--- src/rtl/pfd_pkg.sv ---
// Shared types for the phase comparator and lock detector.
// Assumes: codes are 2 bits wide, as the decode tables below require.
package pfd_pkg;
    typedef logic [1:0] code2_t;

    // Indices of the two sampled pulse inputs inside the comparator
    localparam int unsigned IDX_REF = 0;
    localparam int unsigned IDX_FB  = 1;
    localparam int unsigned N_PULSE = 2;
endpackage

--- src/rtl/pfd_core.sv ---
// Three-state phase-frequency comparator.
// Detects rising edges of the reference and feedback inputs, sets up on a
// reference edge and dn on a feedback edge, and clears both once both are set.
// Assumes: inputs are already synchronous to clk; synchronous active-low reset.
module pfd_core
    import pfd_pkg::*;
(
    input  logic clk,
    input  logic rst_n,
    input  logic ref_in,
    input  logic fb_in,
    output logic ref_rise,
    output logic up,
    output logic dn
);
    logic [N_PULSE-1:0] pin;
    logic [N_PULSE-1:0] pin_q;
    logic [N_PULSE-1:0] rise;
    logic               up_nx;
    logic               dn_nx;

    assign pin[IDX_REF] = ref_in;
    assign pin[IDX_FB]  = fb_in;

    // One edge detector per pulse input
    for (genvar g = 0; g < N_PULSE; g++) begin : g_edge
        // Hold the previous sample of this input
        always_ff @(posedge clk) begin
            if (!rst_n) pin_q[g] <= 1'b0;
            else        pin_q[g] <= pin[g];
        end
        assign rise[g] = pin[g] & ~pin_q[g];
    end

    assign ref_rise = rise[IDX_REF];

    // Next state: set on own edge, both cleared when both would be set
    always_comb begin
        up_nx = up | rise[IDX_REF];
        dn_nx = dn | rise[IDX_FB];
        if (up_nx && dn_nx) begin
            up_nx = 1'b0;
            dn_nx = 1'b0;
        end
    end

    // Register the comparator state
    always_ff @(posedge clk) begin
        if (!rst_n) begin
            up <= 1'b0;
            dn <= 1'b0;
        end else begin
            up <= up_nx;
            dn <= dn_nx;
        end
    end

    p_not_both_r1: assert property (@(posedge clk) disable iff (!rst_n)
        !(up && dn));

    p_aligned_r1: assert property (@(posedge clk) disable iff (!rst_n)
        (rise[IDX_REF] && rise[IDX_FB] && !up && !dn) |=> (!up && !dn));

    p_dn_lead_r2: assert property (@(posedge clk) disable iff (!rst_n)
        (rise[IDX_FB] && !rise[IDX_REF] && !up) |=> dn);
endmodule

--- src/rtl/pfd_lockdet.sv ---
// Lock detector: measures each up/dn pulse in clock cycles and compares it with
// the threshold chosen by thr_code. It counts consecutive reference edges
// without error and sets in_lock after the number chosen by dly_code.
// An error or a code change clears the lock at once.
// Assumes: THR* >= 1 and DLY* >= 1; synchronous active-low reset.
module pfd_lockdet
    import pfd_pkg::*;
#(
    parameter int unsigned THR0 = 1,
    parameter int unsigned THR1 = 2,
    parameter int unsigned THR2 = 3,
    parameter int unsigned THR3 = 4,
    parameter int unsigned DLY1 = 4,
    parameter int unsigned DLY2 = 6,
    parameter int unsigned DLY3 = 8
) (
    input  logic   clk,
    input  logic   rst_n,
    input  logic   ref_rise,
    input  logic   err_on,
    input  code2_t thr_code,
    input  code2_t dly_code,
    output logic   in_lock
);
    localparam int unsigned THR_A   = (THR0 > THR1) ? THR0 : THR1;
    localparam int unsigned THR_B   = (THR2 > THR3) ? THR2 : THR3;
    localparam int unsigned THR_MAX = (THR_A > THR_B) ? THR_A : THR_B;
    localparam int unsigned WW      = $clog2(THR_MAX + 2);
    localparam int unsigned DLY_A   = (DLY1 > DLY2) ? DLY1 : DLY2;
    localparam int unsigned DLY_MAX = (DLY_A > DLY3) ? DLY_A : DLY3;
    localparam int unsigned GW      = $clog2(DLY_MAX + 1);

    logic [WW-1:0] wcnt;
    logic [WW-1:0] thr_lim;
    logic [GW-1:0] need;
    logic [GW-1:0] good;
    logic          bad_period;
    code2_t        thr_q;
    code2_t        dly_q;
    logic          over_now;
    logic          cfg_chg;

    // Decode the threshold code into a cycle limit
    always_comb begin
        unique case (thr_code)
            2'd0:    thr_lim = WW'(THR0);
            2'd1:    thr_lim = WW'(THR1);
            2'd2:    thr_lim = WW'(THR2);
            default: thr_lim = WW'(THR3);
        endcase
    end

    // Decode the delay code; the unused code takes the longest delay
    always_comb begin
        unique case (dly_code)
            2'd1:    need = GW'(DLY1);
            2'd2:    need = GW'(DLY2);
            default: need = GW'(DLY3);
        endcase
    end

    // Count cycles of the current error pulse, saturating
    always_ff @(posedge clk) begin
        if (!rst_n)                   wcnt <= '0;
        else if (!err_on)             wcnt <= '0;
        else if (wcnt != {WW{1'b1}})  wcnt <= wcnt + 1'b1;
    end

    assign over_now = err_on && (wcnt >= thr_lim);
    assign cfg_chg  = (thr_code != thr_q) || (dly_code != dly_q);

    // Good-period counter and lock state
    always_ff @(posedge clk) begin
        if (!rst_n) begin
            good       <= '0;
            in_lock    <= 1'b0;
            bad_period <= 1'b0;
            thr_q      <= '0;
            dly_q      <= '0;
        end else begin
            thr_q <= thr_code;
            dly_q <= dly_code;
            if (cfg_chg) begin
                good       <= '0;
                in_lock    <= 1'b0;
                bad_period <= 1'b0;
            end else if (over_now) begin
                good       <= '0;
                in_lock    <= 1'b0;
                bad_period <= 1'b1;
            end else if (ref_rise) begin
                if (bad_period) begin
                    good       <= '0;
                    bad_period <= 1'b0;
                end else if (good >= need - 1'b1) begin
                    good    <= need;
                    in_lock <= 1'b1;
                end else begin
                    good <= good + 1'b1;
                end
            end
        end
    end

    p_fall_r5: assert property (@(posedge clk) disable iff (!rst_n)
        over_now |=> !in_lock);

    p_rise_on_ref_r4: assert property (@(posedge clk) disable iff (!rst_n)
        $rose(in_lock) |-> $past(ref_rise));

    p_cfg_clear_r6: assert property (@(posedge clk) disable iff (!rst_n)
        ((thr_code != $past(thr_code)) || (dly_code != $past(dly_code))) |=> !in_lock);
endmodule

--- src/rtl/pfd_cursel.sv ---
// Current and output selection: picks high or low pump current, from the
// lock state or from software, and drives the multiplexed digital pin.
// Assumes: LO_W <= HI_W; purely combinational.
module pfd_cursel #(
    parameter int unsigned HI_W = 4,
    parameter int unsigned LO_W = 2
) (
    input  logic            lock_en,
    input  logic            sw_high,
    input  logic            in_lock,
    input  logic            out_sel,
    input  logic            sw_dout,
    input  logic [HI_W-1:0] hi_code,
    input  logic [LO_W-1:0] lo_code,
    output logic [HI_W-1:0] cur_code,
    output logic            cur_high,
    output logic            dout
);
    // Choose the current mode and code
    always_comb begin
        cur_high = lock_en ? !in_lock : sw_high;
        cur_code = cur_high ? hi_code : HI_W'(lo_code);
    end

    // Route the lock flag or the software bit to the pin
    always_comb begin
        dout = out_sel ? in_lock : sw_dout;
    end

    always_comb begin
        p_lock_low_r7: assert (!(lock_en && in_lock && cur_high));
    end
endmodule

--- src/rtl/pfd_lock_top.sv ---
// Top: phase comparator, lock detector and current/output selection.
// Assumes: ref_in/fb_in are synchronous to clk; synchronous active-low reset.
module pfd_lock_top
    import pfd_pkg::*;
#(
    parameter int unsigned HI_W = 4,
    parameter int unsigned LO_W = 2,
    parameter int unsigned THR0 = 1,
    parameter int unsigned THR1 = 2,
    parameter int unsigned THR2 = 3,
    parameter int unsigned THR3 = 4,
    parameter int unsigned DLY1 = 4,
    parameter int unsigned DLY2 = 6,
    parameter int unsigned DLY3 = 8
) (
    input  logic            clk,
    input  logic            rst_n,
    input  logic            ref_in,
    input  logic            fb_in,
    input  logic            lock_en,
    input  logic            sw_high,
    input  logic [1:0]      thr_code,
    input  logic [1:0]      dly_code,
    input  logic            out_sel,
    input  logic            sw_dout,
    input  logic [HI_W-1:0] hi_code,
    input  logic [LO_W-1:0] lo_code,
    output logic            up,
    output logic            dn,
    output logic [HI_W-1:0] cur_code,
    output logic            cur_high,
    output logic            in_lock,
    output logic            dout
);
    logic ref_rise;

    pfd_core u_core (
        .clk      (clk),
        .rst_n    (rst_n),
        .ref_in   (ref_in),
        .fb_in    (fb_in),
        .ref_rise (ref_rise),
        .up       (up),
        .dn       (dn)
    );

    pfd_lockdet #(
        .THR0 (THR0), .THR1 (THR1), .THR2 (THR2), .THR3 (THR3),
        .DLY1 (DLY1), .DLY2 (DLY2), .DLY3 (DLY3)
    ) u_lock (
        .clk      (clk),
        .rst_n    (rst_n),
        .ref_rise (ref_rise),
        .err_on   (up | dn),
        .thr_code (thr_code),
        .dly_code (dly_code),
        .in_lock  (in_lock)
    );

    pfd_cursel #(.HI_W (HI_W), .LO_W (LO_W)) u_sel (
        .lock_en  (lock_en),
        .sw_high  (sw_high),
        .in_lock  (in_lock),
        .out_sel  (out_sel),
        .sw_dout  (sw_dout),
        .hi_code  (hi_code),
        .lo_code  (lo_code),
        .cur_code (cur_code),
        .cur_high (cur_high),
        .dout     (dout)
    );
endmodule

--- config.mk ---
export PLATFORM = sky130hd
export DESIGN_NAME = pfd_lock_top
export DESIGN_NICKNAME = d
export VERILOG_FILES = /design/src/rtl/pfd_pkg.sv /design/src/rtl/pfd_core.sv /design/src/rtl/pfd_lockdet.sv /design/src/rtl/pfd_cursel.sv /design/src/rtl/pfd_lock_top.sv
export SDC_FILE = /design/constraint.sdc
export NUM_CORES = 1
export LEC_CHECK = 0
export BUFFER_PORTS_ARGS = -buffer_cell sky130_fd_sc_hd__buf_2
export CORE_MARGIN = 5
export CORE_UTILIZATION = 40
export DETAILED_ROUTE_END_ITERATION = 8
export PLACE_DENSITY_LB_ADDON = 0.1
export SKIP_CTS_REPAIR_TIMING = 1
export SLEW_MARGIN = 25
export SYNTH_ARGS = -nofsm -noshare
export SYNTH_HDL_FRONTEND = slang
export SYNTH_SLANG_ARGS = --single-unit
--- constraint.sdc ---
create_clock -name clk -period 2.5 [get_ports clk]
set_input_delay 0.25 -clock clk [delete_from_list [all_inputs] [get_ports clk]]
set_output_delay 0.25 -clock clk [all_outputs]
set_load 0.05 [all_outputs]
==> out/qor.yml, run 1 <==
run_status:
  outcome: "finished clean"
synthesis:
  synth_nets: 140
  syn_area_per_cell_um2: 9.442
  synth_enable_flop_cells: 0
  ys.flop_type: "dfxtp_1"
  ys_seq_elements: 17
  synthArstFlopShare: 0
  ys_types: 35
  ys_seq_area_frac: 0.3337
  synth_area_um2: 1020
  netlist_instances: 108
  synth_warnings: 0
timing:
  tns_ns: 0
  worst_pin_slew_ns: 0.4563
  fin_ws_ns: 0.7065
  skew_ns: 0.006733
  grt_setup_unrepaired: "false"
  finalHoldViolCount: 0
  setup_viol: 0
  final-max-slew-violation-count: 0
  clock.fmax_mhz: 557.6
  period_minus_slack_ns: 1.794
  fin_crit_sh: 0.7174
  relSlewSlack: 0.6926
worst_setup_path:
  endpoint_kind: "output port"
  setup.worst_path.start_class: "register"
  cp.required_ns: 2.25
  crit_path_max_fanout: 5
  ff2ff_setup_slack_ns: 0.83
  rr_worst_depth: 7
  cp_data_arrival_time_ns: 1.54
  crit_type: "register to output port"
  reg2reg_to: "u_lock.good[2]"
  timing.rr.start: "u_lock.wcnt[0]"
grt:
  track_usage: 0.1142
  grt_pass1_vias: 784
  antenna_found_initial: 0
  overflow: 0
  grt_max_degree: 12
  grt_pass1_wl_mm: 3.139
power:
  p_per_area_nw_per_um2: 460.6
  switchingPower_uw: 165.9
  p_sw_frac: 0.3005
  combPwrFrac: 0.212
  clock_power_share: 0.273
  static-leakage-power_uw: 0.0005766
  intPower_uw: 386.2
  seqPwrFrac: 0.516
  vdd_drop_max_mv: 0.3095
finish:
  syn_to_final_growth_pct: 17.55
  layout.cells.most_common: "buf_2"
  layout-drive-gt1-share: 0.2941
  fin_util: 0.4883
  layout_common_cells: "buf_2, dfxtp_1, ha_1"
  antenna_cells: 0
  num-fill-cells: 253
  layout.nets: 169
drt:
  top_layer: "met4"
  drt_wl_total_mm: 1.905
  ant_nets: 0
  wire_per_inst_um: 11.48
  drc_errors: 0
  wirelength_met1_um: 784
  num_vias: 822
  viasPerCell: 4.952
  firstDrtPassIters: 4
  met3_length_um: 200
  wl_met2_um: 892
  drt_iter0_drc: 11
min_path:
  hold_start: "fb_in"
  hold_class: "primary input to register"
  hold_end: "u_core.pin_q[1]"
  hold_path_depth: 2
place:
  dpl.hpwl_mm: 1.581
  pre_cts_slack_ns: 0.4137
  gp_congestion: 0.7455
  portBuffers: 26
clock_network:
  cts.reportedPaths.clkPinSlew_ns: 0.10
  cts_root_buf: "clkbuf_4"
  tritoncts: "built"
  cts_max_level: 1
  cts_sinks: 17
  cts_buffers: 3
  clk_latency_ns: 0.29
  clockBufferDepth: 2
floorplanning:
  start_util: 0.4154
  io_pins: 27
  die_area_um2: 3659
  dieHeight_um: 60.49
  die_width_um: 60.49
  rows: 18
  core-area_um2: 2455
job:
  drv_cap: 0
## metal layers
metal,track usage,vias to the layer above
met5,0,-
met3,0.03191,4
li1,-,421
met2,0.2022,25
met1,0.1252,372
met4,0.05573,0
## sequential cells by signal, indices dropped and copies added, names as in the netlist
signal	cells
u_lock.wcnt	3
u_lock.in_lock	1
u_core.up	1
u_lock.dly_q	2
u_core.dn	1
u_lock.bad_period	1
u_lock.thr_q	2
u_core.pin_q	2
u_lock.good	4
## final cells by class
type                            count  area (um2)  share of cell area
Sequential cell                    17       340.3              0.2839
Timing Repair Buffer               26       130.1              0.1086
Multi-Input combinational cell     79       626.9              0.5230
Tap cell                           30       37.54             0.03132
Clock buffer                        4       26.28             0.02192
Inverter                           10       37.54             0.03132
## cells by family after synthesis
kind of cell,count (synthesis),share of synthesized area
AOI/OAI and AO/OA,16,0.1166
and+or+nand+nor,36,0.1976
buffers and inverters,12,0.05153
xor gates and xnor gates,6,0.05153
adders and majority gates,14,0.1718
DFF,17,0.3337
muxes,7,0.07730
## stage by stage
step	std cells	instance area [um2]	hold WS [ns]	power, uW
after global routing	166	1199	0.1685	580.2
after detailed placement	162	1172	0.4769	409.2
after CTS	166	1199	0.1633	558.6
final	166	1199	0.1701	552.1
after global placement	162	1172	0.4724	406.1
after floorplan	108	1020	0.3717	375.4
## critical path: stages (launching register included)
cell and delay, ns:
dfxtp_1 0.35, mux2i_1 0.31, mux2_2 0.38, buf_2 0.21
## power by group through the flow
stage               Clock, uW  Sequential (uW)  Combinational (uW)
floorplan                   0              297                78.4
global placement            0              291                 115
detailed placement          0              291                 118
CTS                       155              285                 118
global route              166              286                 129
finish                    151              285                 117
## how the worst max path moves through the flow
stage / startpoint / endpoint / slack (ns) / cells past startpoint
after floorplan: u_lock.in_lock / cur_code[2] / 0.17 / 2
after global placement: dly_code[0] / u_lock.good[1] / 0.43 / 10
after detailed placement: dly_code[0] / u_lock.good[1] / 0.41 / 10
after CTS: u_lock.in_lock / cur_code[1] / 0.69 / 3
after global routing: u_lock.in_lock / cur_code[1] / 0.62 / 3
final: u_lock.in_lock / cur_code[1] / 0.71 / 3
## cell usage after synthesis (2+ instances only)
library cell,instances,area [um2]
nand2_1,5,18.77
ha_1,14,175.2
mux2_2,3,33.78
a21oi_2,2,17.52
a21oi_1,6,30.03
nor2_1,11,41.29
inv_1,10,37.54
dfxtp_1,17,340.3
o21ai_0,2,10.01
xor2_1,5,43.79
mux2i_1,3,30.03
and2_1,7,43.79
No activity file was read; power rests on OpenSTA's default activity.
==> run 2, diff against run 1 <==
--- a/config.mk
+++ b/config.mk
@@ -5,6 +5,7 @@
 export SDC_FILE = /design/constraint.sdc
 export NUM_CORES = 1
 export LEC_CHECK = 0
+export ABC_AREA = 1
 export BUFFER_PORTS_ARGS = -buffer_cell sky130_fd_sc_hd__buf_2
 export CORE_MARGIN = 5
 export CORE_UTILIZATION = 40
==> constraint.sdc (replaced) <==
create_clock -name clk -period 1.8 [get_ports clk]
set_input_delay 0.18 -clock clk [delete_from_list [all_inputs] [get_ports clk]]
set_output_delay 0.18 -clock clk [all_outputs]
set_load 0.05 [all_outputs]
==> out/qor.yml, run 2 <==
drt:
  ant_nets: 0
  num_vias: 988
  drc_errors: 0
  drt_wl_total_mm: 2.045
  drt_iter0_drc: 19
  wire_per_inst_um: 9.295
  viasPerCell: 4.491
  firstDrtPassIters: 2
clock_network:
  cts.reportedPaths.clkPinSlew_ns: 0.09
  cts_sinks: 17
  clockBufferDepth: 2
  cts_max_level: 1
  cts_root_buf: "clkbuf_4"
  tritoncts: "built"
  cts_buffers: 3
  clk_latency_ns: 0.28
run_status:
  outcome: "finished clean"
finish:
  largest_reg_flops: 4
  layout_common_cells: "nand2_1, inv_1, buf_2"
  top_register: "u_lock.good"
  layout.cells.most_common: "nand2_1"
  layout.nets: 222
  antenna_cells: 0
  layout-drive-gt1-share: 0.2804
  largestRegisters: "u_lock.good x4, u_lock.wcnt x3"
  final_cells: 220
  fin_util: 0.4906
  syn_to_final_growth_pct: 17.54
worst_setup_path:
  endpoint_kind: "register"
  crit_path_max_fanout: 4
  crit_chain: "buf_2 > inv_1 > ha_1 > nand2_1 > ha_1 > a21oi_2 > nand2_1 > nand3_1 > nand2_1 > nor2_1 > nor2_2"
  cp.required_ns: 1.99
  path_delay_family: "adder cells"
  crit_buf_inv: 2
  cp_data_arrival_time_ns: 1.65
  crit_type: "primary input to register"
  worst_path_most_repeated_cell: "nand2_1"
  cpMaxStageDelayCell: "ha_1"
  setup.worst_path.start_class: "primary input"
  slowest_delay_ns: 0.31
floorplanning:
  start_util: 0.4174
  io_pins: 27
  core-area_um2: 2734
  rows: 19
  die_area_um2: 4021
  dieHeight_um: 63.41
  die_width_um: 63.41
place:
  dp_cells: 216
  dpl.hpwl_mm: 1.760
  portBuffers: 26
  gp_congestion: 0.8027
timing:
  finalHoldViolCount: 0
  worst_pin_slew_ns: 0.2892
  fin_crit_sh: 0.8140
  skew_ns: 0.001126
  relSlewSlack: 0.8072
  grt_setup_unrepaired: "false"
  clock.fmax_mhz: 682.5
  setup_viol: 0
  final-max-slew-violation-count: 0
  period_minus_slack_ns: 1.465
  tns_ns: 0
synthesis:
  ys.flop_type: "dfxtp_1"
  yosysMostFrequentCell: "nand2_1"
  synth_area_um2: 1141
  ys_types: 22
  netlist_instances: 160
  syn_area_per_cell_um2: 7.132
  synthArstFlopShare: 0
  synth_warnings: 0
  yosys-top-cells-area: "dfxtp_1, ha_1, nand2_1"
  ys_seq_area_frac: 0.2982
  ys_seq_elements: 17
  synth_top_cell_area_share: 0.2982
  yosys-top-cells-count: "nand2_1, inv_1, dfxtp_1"
  synth_enable_flop_cells: 0
  synth_top_cell_by_area: "dfxtp_1"
  synth_nets: 192
grt:
  antenna_found_initial: 0
  grt_pass1_vias: 849
  overflow: 0
  grt_max_degree: 10
  track_usage: 0.1062
  grt_pass1_wl_mm: 3.519
min_path:
  hold_class: "primary input to register"
power:
  combPwrFrac: 0.238
  p_sw_frac: 0.3135
  p_per_area_nw_per_um2: 583.4
  switchingPower_uw: 245.3
  vdd_drop_max_mv: 0.4499
  intPower_uw: 537.2
  seqPwrFrac: 0.506
  clock_power_share: 0.255
  p_total_uw: 782.5
  static-leakage-power_uw: 0.0007916
job:
  drv_cap: 0
[run 2: cell types whose count changed after synthesis, moves of 6 or more]
cell	previous run	this run
inv_1	10	32
nand2_1	5	43
inv_2	0	6
nand3_1	1	12
and2_1	7	0
[run 2: final cells by class]
| class | instances | area [um2] |
|---|---|---|
| Multi-Input combinational cell | 103 | 656.9 |
| Inverter | 39 | 148.9 |
| Timing Repair Buffer | 26 | 130.1 |
| Clock buffer | 4 | 26.28 |
| Sequential cell | 17 | 340.3 |
| Tap cell | 31 | 38.79 |
| Fill cell | 286 | 1393 |
[run 2: power by group through the flow]
stage	logic (uW)	clock network [uW]	registers, uW
6_report	186	200	396
2_1_floorplan	131	0	413
3_5_place_dp	190	0	405
3_3_place_gp	186	0	405
5_1_grt	210	233	398
4_1_cts	191	214	396
[run 2: final timing paths]
kind / startpoint / endpoint / slack (ns) / depth (start not counted)
max: dly_code[0] / u_lock.good[3] / 0.33 / 11
min: fb_in / u_core.pin_q[1] / 0.09 / 3
max reg2reg: u_lock.good[2] / u_lock.good[3] / 0.38 / 9
min reg2reg: u_core.pin_q[1] / u_core.up / 0.53 / 4
[run 2: worst reg2reg max path: cells and delay by family, from the launching register on]
kind / cells / cell delay, ns
buffers and inverters: 1 / 0.03
DFF: 1 / 0.43
adders and majority gates: 1 / 0.26
and+or+nand+nor: 7 / 0.61
[run 2: per-stage QoR]
stage / hold slack, ns / setup WS [ns] / cell area [um2]
4_1_cts: 0.07390 / 0.3340 / 1341
5_1_grt: 0.09067 / 0.2099 / 1341
2_1_floorplan: 0.2735 / 0.1111 / 1157
6_report: 0.08516 / 0.3349 / 1341
3_3_place_gp: 0.3825 / 0.1076 / 1315
3_5_place_dp: 0.3823 / 0.03010 / 1315
[run 2: layer usage]
| layer | up-vias | wire, um | GRT usage |
|---|---|---|---|
| met5 | - | 0 | 0 |
| met4 | 0 | 9 | 0.03896 |
| met3 | 2 | 58 | 0.02664 |
| met2 | 10 | 1082 | 0.1878 |
| met1 | 430 | 894 | 0.1215 |
| li1 | 546 | - | - |
[run 2: kinds of logic after synthesis]
kind of cell,synth area share
simple gates,0.3059
buf+inv,0.1404
flops,0.2982
fa+ha+maj,0.1535
compound gates,0.05702
mux,0.02960
xor+xnor,0.01535
